## src/rtl/tss_pkg.sv

```systemverilog
package tss_pkg;

  localparam int N_NARROW    = 2;
  localparam int N_WIDE      = 3;

  localparam int CTRL_ADDR   = 0;
  localparam int NARROW_BASE = 1;
  localparam int WIDE_BASE   = NARROW_BASE + N_NARROW;
  localparam int MAP_WORDS   = WIDE_BASE + 2 * N_WIDE;

  localparam int CTRL_USED   = 8;
  localparam int BIT_DONE    = 2;
  localparam int CFG_LSB     = 3;

  typedef enum logic [1:0] {
    TRIG_NONE = 2'b00,
    TRIG_EVT  = 2'b01,
    TRIG_NOW  = 2'b10,
    TRIG_BAD  = 2'b11
  } trig_t;

  // Configuration bits 7:3 of the control word, enable at bit 3.
  typedef struct packed {
    logic dma_b;
    logic wall_sel;
    logic link_sel;
    logic dma_a;
    logic enable;
  } cfg_t;

endpackage

```

## src/rtl/tss_rst_sync.sv

```systemverilog
module tss_rst_sync #(
  parameter int STAGES = 2
) (
  input  logic clk,
  input  logic rst_n_in,
  output logic rst_n_out
);

  logic [STAGES-1:0] sync_q;
  logic [STAGES-1:0] sync_d;

  always_comb begin
    sync_d = {sync_q[STAGES-2:0], 1'b1};
  end

  always_ff @(posedge clk or negedge rst_n_in) begin
    if (!rst_n_in) begin
      sync_q <= '0;
    end else begin
      sync_q <= sync_d;
    end
  end

  assign rst_n_out = sync_q[STAGES-1];

endmodule

```

## src/rtl/tss_counters.sv

```systemverilog
module tss_counters
  import tss_pkg::*;
#(
  parameter int W = 32
) (
  input  logic                              clk,
  input  logic                              rst_n,
  output logic [N_NARROW-1:0][W-1:0]        narrow_o,
  output logic [N_WIDE-1:0][2*W-1:0]        wide_o
);

  localparam int WW = 2 * W;

  logic cnt_en;
  assign cnt_en = 1'b1;

  for (genvar g = 0; g < N_NARROW; g++) begin : g_narrow
    logic [W-1:0] cnt_q;
    logic [W-1:0] cnt_d;
    always_comb begin
      cnt_d = cnt_q + W'(1);
    end
    always_ff @(posedge clk or negedge rst_n) begin
      if (!rst_n) begin
        cnt_q <= '0;
      end else if (cnt_en) begin
        cnt_q <= cnt_d;
      end
    end
    assign narrow_o[g] = cnt_q;
  end

  for (genvar g = 0; g < N_WIDE; g++) begin : g_wide
    logic [WW-1:0] cnt_q;
    logic [WW-1:0] cnt_d;
    always_comb begin
      cnt_d = cnt_q + WW'(1);
    end
    always_ff @(posedge clk or negedge rst_n) begin
      if (!rst_n) begin
        cnt_q <= '0;
      end else if (cnt_en) begin
        cnt_q <= cnt_d;
      end
    end
    assign wide_o[g] = cnt_q;
  end

endmodule

```

## src/rtl/tss_ctrl.sv

```systemverilog
module tss_ctrl
  import tss_pkg::*;
(
  input  logic       clk,
  input  logic       rst_n,
  input  logic       ctrl_we,
  input  logic [7:0] ctrl_wr,
  input  logic       evt_in,
  output logic [1:0] trig_o,
  output logic       done_o,
  output logic       fin_o,
  output logic       cap_go_o,
  output cfg_t       cfg_o
);

  logic [1:0] trig_q, trig_d;
  logic       done_q, done_d;
  logic       fin_q,  fin_d;
  logic       evt_q;
  cfg_t       cfg_q;

  trig_t      req;
  logic       busy;
  logic       accept;
  logic       evt_rise;
  logic       cap_go;

  always_comb begin
    req      = trig_t'(ctrl_wr[1:0]);
    busy     = |trig_q;
    accept   = ctrl_we && !busy && ((req == TRIG_EVT) || (req == TRIG_NOW));
    evt_rise = evt_in && !evt_q;
    cap_go   = !done_q && !fin_q &&
               (trig_q[1] || (trig_q[0] && evt_rise));
  end

  always_comb begin
    trig_d = trig_q;
    if (fin_q) begin
      trig_d = 2'b00;
    end else if (accept) begin
      trig_d = ctrl_wr[1:0];
    end

    done_d = done_q;
    if (ctrl_we && ctrl_wr[BIT_DONE]) begin
      done_d = 1'b0;
    end
    if (fin_q) begin
      done_d = 1'b1;
    end

    fin_d = cap_go;
  end

  always_ff @(posedge clk or negedge rst_n) begin
    if (!rst_n) begin
      trig_q <= 2'b00;
      done_q <= 1'b0;
      fin_q  <= 1'b0;
      evt_q  <= 1'b0;
    end else begin
      trig_q <= trig_d;
      done_q <= done_d;
      fin_q  <= fin_d;
      evt_q  <= evt_in;
    end
  end

  always_ff @(posedge clk or negedge rst_n) begin
    if (!rst_n) begin
      cfg_q <= '0;
    end else if (ctrl_we) begin
      cfg_q <= cfg_t'(ctrl_wr[7:CFG_LSB]);
    end
  end

  assign trig_o   = trig_q;
  assign done_o   = done_q;
  assign fin_o    = fin_q;
  assign cap_go_o = cap_go;
  assign cfg_o    = cfg_q;

endmodule

```

## src/rtl/tss_snap.sv

```systemverilog
module tss_snap
  import tss_pkg::*;
#(
  parameter int W      = 32,
  parameter int ADDR_W = 4
) (
  input  logic                        clk,
  input  logic                        rst_n,
  input  logic                        cap_go,
  input  logic [N_NARROW-1:0][W-1:0]  narrow_i,
  input  logic [N_WIDE-1:0][2*W-1:0]  wide_i,
  input  logic [W-1:0]                ctrl_word_i,
  input  logic [ADDR_W-1:0]           addr_i,
  output logic [W-1:0]                rdata_o,
  output logic [N_NARROW-1:0][W-1:0]  snap_n_o,
  output logic [N_WIDE-1:0][2*W-1:0]  snap_w_o
);

  localparam int WW = 2 * W;

  for (genvar g = 0; g < N_NARROW; g++) begin : g_snap_n
    logic [W-1:0] snap_q;
    always_ff @(posedge clk or negedge rst_n) begin
      if (!rst_n) begin
        snap_q <= '0;
      end else if (cap_go) begin
        snap_q <= narrow_i[g];
      end
    end
    assign snap_n_o[g] = snap_q;
  end

  for (genvar g = 0; g < N_WIDE; g++) begin : g_snap_w
    logic [WW-1:0] snap_q;
    always_ff @(posedge clk or negedge rst_n) begin
      if (!rst_n) begin
        snap_q <= '0;
      end else if (cap_go) begin
        snap_q <= wide_i[g];
      end
    end
    assign snap_w_o[g] = snap_q;
  end

  always_comb begin
    rdata_o = '0;
    if (addr_i == ADDR_W'(CTRL_ADDR)) begin
      rdata_o = ctrl_word_i;
    end
    for (int n = 0; n < N_NARROW; n++) begin
      if (addr_i == ADDR_W'(NARROW_BASE + n)) begin
        rdata_o = snap_n_o[n];
      end
    end
    for (int j = 0; j < N_WIDE; j++) begin
      if (addr_i == ADDR_W'(WIDE_BASE + 2 * j)) begin
        rdata_o = snap_w_o[j][W-1:0];
      end
      if (addr_i == ADDR_W'(WIDE_BASE + 2 * j + 1)) begin
        rdata_o = snap_w_o[j][WW-1:W];
      end
    end
  end

endmodule

```

## src/rtl/tss_top.sv

```systemverilog
module tss_top
  import tss_pkg::*;
#(
  parameter int BUS_W  = 32,
  parameter int ADDR_W = 4
) (
  input  logic              clk,
  input  logic              rst_n,
  input  logic              reg_we,
  input  logic [ADDR_W-1:0] reg_addr,
  input  logic [BUS_W-1:0]  reg_wdata,
  output logic [BUS_W-1:0]  reg_rdata,
  input  logic              evt_in
);

  logic rst_int_n;
  logic ctrl_we;
  logic [1:0] trig_q;
  logic done_q;
  logic fin_q;
  logic cap_go;
  cfg_t cfg_q;
  logic [BUS_W-1:0] ctrl_word;
  logic unused_wdata_par;

  logic [N_NARROW-1:0][BUS_W-1:0]   cnt_narrow;
  logic [N_WIDE-1:0][2*BUS_W-1:0]   cnt_wide;
  logic [N_NARROW-1:0][BUS_W-1:0]   snap_narrow;
  logic [N_WIDE-1:0][2*BUS_W-1:0]   snap_wide;

  tss_rst_sync #(.STAGES(2)) u_rst (
    .clk       (clk),
    .rst_n_in  (rst_n),
    .rst_n_out (rst_int_n)
  );

  tss_counters #(.W(BUS_W)) u_cnt (
    .clk      (clk),
    .rst_n    (rst_int_n),
    .narrow_o (cnt_narrow),
    .wide_o   (cnt_wide)
  );

  assign ctrl_we          = reg_we && (reg_addr == ADDR_W'(CTRL_ADDR));
  assign unused_wdata_par = ^reg_wdata;

  tss_ctrl u_ctrl (
    .clk      (clk),
    .rst_n    (rst_int_n),
    .ctrl_we  (ctrl_we),
    .ctrl_wr  (reg_wdata[CTRL_USED-1:0]),
    .evt_in   (evt_in),
    .trig_o   (trig_q),
    .done_o   (done_q),
    .fin_o    (fin_q),
    .cap_go_o (cap_go),
    .cfg_o    (cfg_q)
  );

  always_comb begin
    ctrl_word = '0;
    ctrl_word[CTRL_USED-1:0] = {cfg_q, done_q, trig_q};
  end

  tss_snap #(.W(BUS_W), .ADDR_W(ADDR_W)) u_snap (
    .clk         (clk),
    .rst_n       (rst_int_n),
    .cap_go      (cap_go),
    .narrow_i    (cnt_narrow),
    .wide_i      (cnt_wide),
    .ctrl_word_i (ctrl_word),
    .addr_i      (reg_addr),
    .rdata_o     (reg_rdata),
    .snap_n_o    (snap_narrow),
    .snap_w_o    (snap_wide)
  );

endmodule

```

## config.mk

```make
export PLATFORM = sky130hd
export DESIGN_NAME = tss_top
export DESIGN_NICKNAME = d
export VERILOG_FILES = /design/src/rtl/tss_pkg.sv /design/src/rtl/tss_rst_sync.sv /design/src/rtl/tss_counters.sv /design/src/rtl/tss_ctrl.sv /design/src/rtl/tss_snap.sv /design/src/rtl/tss_top.sv
export SDC_FILE = /design/constraint.sdc
export NUM_CORES = 1
export LEC_CHECK = 0
export BUFFER_PORTS_ARGS = -buffer_cell sky130_fd_sc_hd__buf_4
export CORE_MARGIN = 2
export CORE_UTILIZATION = 62
export CTS_CLUSTER_SIZE = 24
export DETAILED_ROUTE_END_ITERATION = 8
export GPL_ROUTABILITY_DRIVEN = 0
export HOLD_SLACK_MARGIN = 0.05
export PLACE_DENSITY = 0.79
export SLEW_MARGIN = 15
export SYNTH_ARGS = -nofsm -noshare
export SYNTH_HDL_FRONTEND = slang
export SYNTH_SLANG_ARGS = --single-unit
```

## constraint.sdc

```tcl
create_clock -name clk -period 18.8 [get_ports clk]
set_input_delay 1.88 -clock clk [delete_from_list [all_inputs] [get_ports clk]]
set_output_delay 1.88 -clock clk [all_outputs]
set_load 0.01 [all_outputs]
```

# Word-level counts from Yosys, hierarchy flattened
# Index checks and enable logic that the tools add are counted.
op_classes:
  muxes: 13
  addsub: 5
  n_eq_ne: 10
  reduce_logical: 18
op_table:
  columns: ["operator", "count"]
  rows:
  - ["2-to-1 mux 32 bit", 8]
  - ["adder 64 x 1 -> 64 bit (second input constant)", 3]
  - ["adder 32 x 1 -> 32 bit (second input constant)", 2]
  - ["equality test 4 x 3 -> 1 bit (second input constant)", 4]
  - ["equality test 4 x 2 -> 1 bit (second input constant)", 2]
  - ["logical AND 1 bit", 8]
  - ["2-to-1 mux 8 bit", 1]
  - ["equality test 4 x 1 -> 1 bit (second input constant)", 1]
  - ["equality test 4 bit (second input constant)", 1]
  - ["logical NOT 1 bit", 4]
  - ["logical NOT 4 bit", 1]
  - ["2-to-1 mux 2 bit", 2]
  - ["nonzero test 2 bit", 2]
  - ["equality test 2 x 1 -> 1 bit (second input constant)", 1]
  - ["equality test 2 bit (second input constant)", 1]
  - ["logical OR 1 bit", 2]
  - ["2-to-1 mux 1 bit", 2]
  - ["OR reduction 2 bit", 1]
totals:
  out_inout_bits: 32
  input_bits: 40
  register_bits: 524
  word_cells: 66

# Depth between registers and ports, before layout
# Gate-level depths: netlist (run 1).
logic_depth:
  ltp_word: 10
  mapped_depth: 9
  depth_no_buf: 6

# By module
# Synthesis (run 1) repeated with hierarchy kept, for this count alone.
hier_totals:
  cells_unflattened: 1882
  hier_area_um2: 23552.6
by_module_without_submodules:
  columns: ["module", "seq_area_each_um2", "cells_per_inst", "instances", "area_per_inst_um2"]
  rows:
  - ["tss_snap", 6406.1, 814, 1, 11672.4]
  - ["tss_counters", 6406.1, 1036, 1, 11400.9]
  - ["tss_ctrl", 250.2, 26, 1, 402.9]
  - ["tss_rst_sync", 50.0, 3, 1, 53.8]
  - ["tss_top", 0.0, 3, 1, 22.5]

# Least setup slack after synthesis (run 1)
# Ideal clock, no wire load.
synth_timing:
  path_type: "input to output"
  start: "input reg_addr[0]"
  end: "output reg_rdata[19]"
  setup_slack_ps: 13593
  path_buffers: 4
  arrival_time_ps: 3327
  path_stages: 8
  required_ps: 16920
  cell_sequence: "clkbuf_1 > buf_2 > buf_2 > clkbuf_1 > o21ai_0 > a21oi_1 > o221ai_1 > a31oi_1"
synth_between:
  elab_chain_len: 9
  elab_cells_between_ends: 16
  classes_between: "eq/ne: 8; mux: 8"
synth_lines:
  columns: ["item", "line_no", "source"]
  rows:
  - ["start: declaration", "tss_top.sv:10", "input logic [ADDR_W-1:0] reg_addr,"]
  - ["equality test 4 x 1 -> 1 bit", "tss_snap.sv:51", "if (addr_i == ADDR_W'(NARROW_BASE + n)) begin"]
  - ["2-to-1 mux 32 bit (2 in series)", "tss_snap.sv:51", null]
  - ["2-to-1 mux 32 bit", "tss_snap.sv:56", "if (addr_i == ADDR_W'(WIDE_BASE + 2 * j)) begin"]
  - ["2-to-1 mux 32 bit", "tss_snap.sv:59", "if (addr_i == ADDR_W'(WIDE_BASE + 2 * j + 1)) begin"]
  - ["2-to-1 mux 32 bit", "tss_snap.sv:56", null]
  - ["2-to-1 mux 32 bit", "tss_snap.sv:59", null]
  - ["2-to-1 mux 32 bit", "tss_snap.sv:56", null]
  - ["2-to-1 mux 32 bit (*)", "tss_snap.sv:59", null]
  - ["end: declaration", "tss_top.sv:12", "output logic [BUS_W-1:0] reg_rdata,"]
# Every way passes the cells marked *; elsewhere a longest branch is shown, timed or not.

# Final worst setup path (run 1)
layout_timing:
  start: "input reg_addr[2]"
  end: "output reg_rdata[0]"
layout_between:
  elab_chain_len: 10
  elab_cells_between_ends: 18
  classes_between: "eq/ne: 8; mux: 9; reduce/logical: 1"
layout_lines:
  columns: ["item", "line_no", "source"]
  rows:
  - ["logical NOT 4 bit", "tss_snap.sv:47", "if (addr_i == ADDR_W'(CTRL_ADDR)) begin"]
  - ["2-to-1 mux 8 bit", "tss_snap.sv:47", null]
  - ["2-to-1 mux 32 bit (2 in series)", "tss_snap.sv:51", null]
  - ["2-to-1 mux 32 bit", "tss_snap.sv:56", null]
  - ["2-to-1 mux 32 bit", "tss_snap.sv:59", null]
  - ["2-to-1 mux 32 bit", "tss_snap.sv:56", null]
  - ["2-to-1 mux 32 bit", "tss_snap.sv:59", null]
  - ["2-to-1 mux 32 bit", "tss_snap.sv:56", null]
  - ["2-to-1 mux 32 bit (*)", "tss_snap.sv:59", null]
# Marked as above.

==> out/qor_table.md, run 1 <==
| Result | This run |
| --- | --- |
| Result of the run | finished, final reports clean |
| Number of DRC markers after the initial detailed-route iteration | 1126 |
| Worst setup SP type | input pin |
| CTS root buffer | clkbuf_16 |
| Pre-CTS setup slack | 12.27 ns |
| Number of buffers created by CTS | 52 |
| Most frequently used cell type in the post-synthesis netlist | dfrtp_1 |
| Pre-Repair DR Iteration Count | 5 |
| Flop and latch count out of synthesis | 524 |
| Synthesized Nets | 2030 |
| Peak clock frequency supported by timing | 151 MHz |
| Max_slew headroom | 0.180 |
| Syn Inst Count | 1985 |
| Measured slew at the worst slew-check pin | 1.22 ns |
| Number of rows in the core area | 71 |
| Library cells used by synthesis | 52 |
| # DRC | 0 |
| Number of gates given a new drive strength after cts | 0 |
| Post-Place Cells | 2472 |
| Final count of pins violating max slew | 0 |
| Effective utilization at floorplan | 0.626 |
| Residual antenna-violating net count after detailed routing | 0 |
| Relative area change from synthesis to final layout | 10.3% |
| Type of destination of the critical path | output port |
| Leading area contributor after synthesis | dfrtp_1 |
| Via count | 15533 |
| Final period utilization | 0.353 |
| Minimum period implied by the final worst setup slack | 6.64 ns |
| Post-route non-filler standard cell count | 2566 |
| Overflow left after global routing | 0 |
| Total power divided by cell area | 93.8 nW/µm² |
| Worst-path fanout max | 47 |
| Number of antenna violations at the first check in global routing | 0 |
| Maximum clock insertion buffer count | 3 |
| Fraction of layout cells with a size suffix above 1 | 0.217 |
| Pin count of the biggest net entering global routing | 203 |
| End of the worst register-to-register path | u_snap.g_snap_n[1].snap_q[7] |
| Number of hold violations in the final report | 0 |
| Setup repair after global routing missed its margin | no |
| FF-to-FF path depth | 6 |
| Buffers on Ports | 47 |
| NumNets Final | 2060 |
| H-tree lvl count | 2 |
| Peak supply drop | 104 µV |
| Combined flip-flop and latch cell area | 13100 µm² |
| Crit path arrival time | 4.76 ns |
| Final-layout fill cell count | 2739 |
| Worst Path Class, Setup | input pin to output port |
| Crit path launch | reg_addr[2] |
| I/O pin count | 72 |
| Final routed wire length divided by cell count | 20.7 µm |
| X dimension of the die | 199 µm |
| Clock tree from TritonCTS | yes |
| Slack of the worst reg-to-reg path | 15.62 ns |
| Primary flip-flop cell chosen by synthesis mapping | dfrtp_1 |
| Sequential-to-total area share from yosys stat | 0.559 |
| Top cells by count, synth | dfrtp_1, mux2_2, nand2_1, xnor2_1, nor2_1 |
| Biggest area contributors in the synthesized netlist | dfrtp_1, mux2_2, xnor2_1 |
| # hold bufs at CTS | 0 |
| Accumulated negative setup slack | 0 ns |
| Floorplan die height | 199 µm |
| Clock transition at the registers of the reported paths | 0.06 ns |
| Footprint of the multi-input gates | 9900 µm² |
| Total of warnings raised by yosys | 0 |
| Total setup buffers inserted after CTS | 0 |
| Final setup violating endpoints | 0 |
| WL final | 53.1 mm |
| Sum of net half-perimeters after detailed placement | 36.3 mm |
| Std-Cell Core Area | 37500 µm² |
| Static leakage | 12.4 nW |
| TritonCTS sink count | 524 |
| Post-synthesis instance area | 23500 µm² |
| Critical path data required time | 16.92 ns |
| Type of the most critical hold path | flip-flop to asynchronous set/reset pin |
| First-pass GRT wire length | 84.5 mm |
| Worst skew pair latency | 0.59 ns |
| MaxCap Viol Count | 0 |
| Worst-case clock skew | 0.00869 ns |
| CP endpoint | reg_rdata[0] |
| Proportion of register bits with asynchronous set or reset after synthesis | 1.00 |
| Count of flip-flops with a built-in enable after synthesis | 0 |
| Final critical-path setup slack | 12.16 ns |
| Reg-to-reg startpoint | u_ctrl.trig_o[0] |
| Fraction of post-synthesis cell area in the top cell type by area | 0.559 |
| Mean Syn Cell Area | 11.8 µm² |
| Vias in the first global route | 15351 |
| All-Layer GR Usage | 0.277 |
| Floorplan die area | 39400 µm² |
| Detail-routed via count per cell | 6.05 |
[worst max-delay path, cell delays in order]
cell,delay [ns]
buf_4,0.45
nor2b_1,0.21
buf_4,0.28
nand2_1,0.34
nor2_1,0.71
a22oi_1,0.19
o21ai_0,0.39
buf_4,0.25
[metrics by stage]
stage	power, W	hold WS (ns)	cell area [µm²]	utilization
6_report	0.00243	0.293	25900	0.690
5_1_grt	0.00251	0.343	25900	0.690
2_1_floorplan	0.00138	0.331	23500	-
3_5_place_dp	0.00144	0.305	24200	0.646
4_1_cts	0.00244	0.309	25900	0.690
3_3_place_gp	0.00144	0.297	24200	0.646
[layout make-up]
type / instances / area share
Clock buffer: 86 / 0.0607
Timing Repair Buffer: 57 / 0.0175
Sequential cell: 524 / 0.507
Multi-Input combinational cell: 1345 / 0.382
Tap cell: 511 / 0.0247
Antenna cell: 1 / 0.0000967
Clock inverter: 7 / 0.00271
Inverter: 35 / 0.00508
[sequential cells by signal, summed over array words and instances, names as in the netlist]
signal                  cells
u_cnt.g_wide.cnt_q        192
u_snap.g_snap_w.snap_q    192
u_cnt.g_narrow.cnt_q       64
u_snap.g_snap_n.snap_q     64
u_ctrl.cfg_o                5
u_ctrl.trig_o               2
u_rst.sync_q                2
u_ctrl.done_o               1
u_ctrl.evt_q                1
u_ctrl.fin_o                1
[cells by family (layout without fill, tap and decap cells)]
| group | Yosys count | in the layout | synth area share |
|---|---|---|---|
| other | 1 | 2 | 0.000160 |
| AND/OR/NAND/NOR | 631 | 631 | 0.144 |
| buffers and inverters | 116 | 185 | 0.0202 |
| adder cells (fa/ha/maj) | 5 | 5 | 0.00267 |
| multiplexers | 281 | 281 | 0.134 |
| AO/OA/AOI/OAI | 181 | 181 | 0.0477 |
| flip-flops | 524 | 524 | 0.559 |
| XOR/XNOR | 246 | 246 | 0.0921 |
[how the worst min path moves through the flow]
stage	startpoint	endpoint	slack, ns	cells after the start
after floorplan	u_rst.sync_q[0]	u_rst.sync_q[1]	0.33	0
after global placement	u_rst.sync_q[1]	u_snap.g_snap_w[2].snap_q[8]	0.30	0
after detailed placement	u_rst.sync_q[1]	u_snap.g_snap_w[2].snap_q[8]	0.31	0
after CTS	u_rst.sync_q[1]	u_snap.g_snap_w[2].snap_q[8]	0.31	0
after global routing	u_rst.sync_q[1]	u_snap.g_snap_w[2].snap_q[8]	0.34	0
final	u_rst.sync_q[1]	u_snap.g_snap_w[2].snap_q[8]	0.29	0
[metal layers]
layer  vias up  share of wire  track usage
met1      8032           0.46        0.411
met5         -              0            0
met4         0          0.036        0.109
li1       7042              -            -
met2       343           0.46        0.421
met3       116          0.041       0.0344
[report_power, final]
group / total [W] / leakage, nW / internal, W / switching [W]
registers: 0.00119 / 7.19 / 0.00117 / 0.0000247
logic: 0.000229 / 4.38 / 0.0000934 / 0.000136
clock network: 0.00101 / 0.799 / 0.000580 / 0.000426
[cell usage in the layout (no fill, tap or decap), drive strengths merged, types with 8 or more instances in the layout]
master	instances
nor4	31
nand3	95
dfrtp	524
nand2	187
nor3	52
o21ai	92
inv	37
a31oi	12
and4	17
a22oi	21
xnor2	144
xor2	102
nor2b	9
a21oi	16
and2	8
buf	57
nand4	65
or3	8
o221ai	23
mux2	269
mux2i	12
and3	36
nor2	105
clkbuf	86
(Power assumes the default switching activity.)
==> run 2, diff against run 1 <==
- CORE_UTILIZATION: 62 -> 56
- PLACE_DENSITY: 0.79 -> 0.76
- clock period: 18.8 -> 5.35 ns (I/O delays scaled with it)
==> run 2 against run 1 <==
  * Die area up 10%
  * Worst hold slack lost 0.18 ns
  * Non-clock buffer count rose by 4
  * Global-route usage shrank 2.5 points
  * Critical path type unchanged
  * Critical path depth unchanged
  * Clock skew is 0.0089 ns higher
  * Cell count rose by 1.1%
  * Power rose to 3.5 times the previous value
  * Sequential share of layout area fell by 0.29 points
  * Utilization down 6.6 points
  * Setup slack lost 11 ns
  * First-iteration DRC count up 19%
  * Critical endpoint is now reg_rdata[5]
==> out/qor_table.md, run 2 (synthesis gave the netlist of run 1 again) <==
| Result | This run | Change |
| --- | --- | --- |
| Result of the run | finished, final reports clean |  |
| Critical path data required time | 4.82 ns | -12.10 ns |
| Number of antenna violations at the first check in global routing | 1 | +1 |
| Overflow left after global routing | 0 | unchanged |
| Type of the most critical hold path | input pin to flip-flop |  |
| Reg-to-reg startpoint | u_cnt.g_narrow[1].cnt_q[0] |  |
| All-Layer GR Usage | 0.252 | -0.0251 |
| Peak clock frequency supported by timing | 267 MHz |  |
| Final count of pins violating max slew | 0 | unchanged |
| End of the worst register-to-register path | u_cnt.g_narrow[1].cnt_q[30] |  |
| Crit path arrival time | 3.21 ns | -1.55 ns |
| Worst-path fanout max | 47 | unchanged |
| First-pass GRT wire length | 86.6 mm | +2.5% |
| Maximum clock insertion buffer count | 3 | unchanged |
| Biggest regs | u_cnt.g_wide.cnt_q x192, u_snap.g_snap_w.snap_q x192 |  |
| Via count | 15419 | -0.73% |
| WL final | 53.9 mm | +1.5% |
| Final cell utilization of the core | 0.625 | -0.0656 |
| Measured slew at the worst slew-check pin | 1.11 ns | -0.108 ns |
| Fraction of layout cells with a size suffix above 1 | 0.221 | +0.00368 |
| FF-to-FF path depth | 5 | -1 |
| Crit path launch | reg_addr[2] |  |
| Detail-routed via count per cell | 5.94 | -1.8% |
| Final period utilization | 0.701 |  |
| Minimum period implied by the final worst setup slack | 3.75 ns |  |
| Top library cells by usage in the layout, fill and taps aside | dfrtp_1, mux2_2, nand2_1 |  |
| Post-route non-filler standard cell count | 2595 | +1.1% |
| Number of hold violations in the final report | 0 | unchanged |
| Total power divided by cell area | 331 nW/µm² | +250% |
| Final critical-path setup slack | 1.60 ns | -10.56 ns |
| Static leakage | 12.4 nW | +0.59% |
| Floorplan die area | 43600 µm² | +10% |
| Placed standard-cell area | 24300 µm² | +0.39% |
| X dimension of the die | 209 µm | +5.1% |
| Setup repair after global routing missed its margin | no |  |
| MaxCap Viol Count | 0 | unchanged |
| Sum of net half-perimeters after detailed placement | 36.3 mm | -0.18% |
| Effective utilization at floorplan | 0.563 | -0.0628 |
| Post-Place Cells | 2503 | +1.3% |
| Type of destination of the critical path | output port |  |
| Max_slew headroom | 0.253 | +0.0729 |
| Worst-case clock skew | 0.0176 ns | +0.00889 ns |
| Worst Path Class, Setup | input pin to output port |  |
| Count of antenna diodes in the layout | 0 | -1 |
| Final setup violating endpoints | 0 | unchanged |
| Relative area change from synthesis to final layout | 10.9% |  |
| Worst skew pair latency | 0.57 ns | -0.02 ns |
| Most common library cell in the layout ignoring fill and taps | dfrtp_1 |  |
| Vias in the first global route | 15679 | +2.1% |
| Pre-Repair DR Iteration Count | 5 | unchanged |
| Slack of the worst reg-to-reg path | 2.84 ns | -12.78 ns |
| TritonCTS sink count | 524 | unchanged |
| Number of buffers created by CTS | 51 | -1.9% |
| CP endpoint | reg_rdata[5] |  |
| Buffers on Ports | 47 | unchanged |
| Number of gates given a new drive strength after cts | 0 | unchanged |
| Std-Cell Core Area | 41700 µm² | +11% |
| Peak supply drop | 405 µV | +290% |
| Post-route standard cell area excluding fillers | 26000 µm² | +0.58% |
| Final routed wire length divided by cell count | 20.8 µm | +0.37% |
| Accumulated negative setup slack | 0 ns | unchanged |
| I/O pin count | 72 | unchanged |
| Final-layout fill cell count | 3207 | +17% |
| Number of rows in the core area | 75 | +5.6% |
| Clock tree from TritonCTS | yes |  |
| H-tree lvl count | 2 | unchanged |
| Pin count of the biggest net entering global routing | 172 | -15% |
| Number of DRC markers after the initial detailed-route iteration | 1336 | +19% |
| Pre-CTS setup slack | 1.70 ns | -10.57 ns |
| CTS root buffer | clkbuf_16 |  |
| NumNets Final | 2063 | +0.15% |
| # DRC | 0 | unchanged |
| Floorplan die height | 209 µm | +5.1% |
| Residual antenna-violating net count after detailed routing | 0 | unchanged |
| Clock transition at the registers of the reported paths | 0.06 ns | about the same |
| Worst setup SP type | input pin |  |
[run 2: critical path: stages]
cell and delay [ns]:
buf_4 0.42, nor2b_1 0.23, buf_4 0.28, nand2_1 0.35, nor2_1 0.67, a22oi_1 0.14, o21ai_0 0.32, buf_4 0.24
[run 2: how the worst min path moves through the flow]
stage | startpoint | depth (start not counted) | end
after floorplan | rst_n | 0 | u_rst.sync_q[0]
after global placement | rst_n | 1 | u_rst.sync_q[0]
after detailed placement | rst_n | 1 | u_rst.sync_q[0]
after CTS | evt_in | 1 | u_ctrl.evt_q
after global routing | evt_in | 1 | u_ctrl.evt_q
final | evt_in | 1 | u_ctrl.evt_q
[run 2: timing repair]
action | 4_1_cts | 5_1_grt
hold buffers | 1 | 0
buffers inserted | 0 | 0
hold endpoints to repair | 2 | 0
[run 2: power by group]
part	switching (W)	total [W]	internal, W
logic	0.000483	0.000817	0.000334
clock network	0.00149	0.00361	0.00212
registers	0.0000837	0.00419	0.00410
[run 2: routing by layer]
metal | share of wire | track usage | up-vias
met3 | 0.046 | 0.0388 | 96
met5 | 0.00019 | 0 | -
met1 | 0.46 | 0.372 | 7901
met4 | 0.032 | 0.0914 | 2
li1 | - | - | 7056
met2 | 0.46 | 0.383 | 364
[run 2: stage by stage]
stage / total power (W) / hold slack, ns
4_1_cts: 0.00867 / 0.0980
3_5_place_dp: 0.00507 / 0.319
2_1_floorplan: 0.00484 / 0.239
6_report: 0.00862 / 0.108
5_1_grt: 0.00891 / 0.0954
3_3_place_gp: 0.00505 / 0.317
[run 2: layout make-up]
cell class              instances  area [µm²]  share of cell area
clock buffers                  82        1600              0.0613
clock inverters                 9        95.1             0.00365
inverters                      35         131             0.00505
multi-input cells            1345        9900               0.380
flip-flops and latches        524       13100               0.504
well taps                     539         674              0.0259
repair buffers                 61         523              0.0201
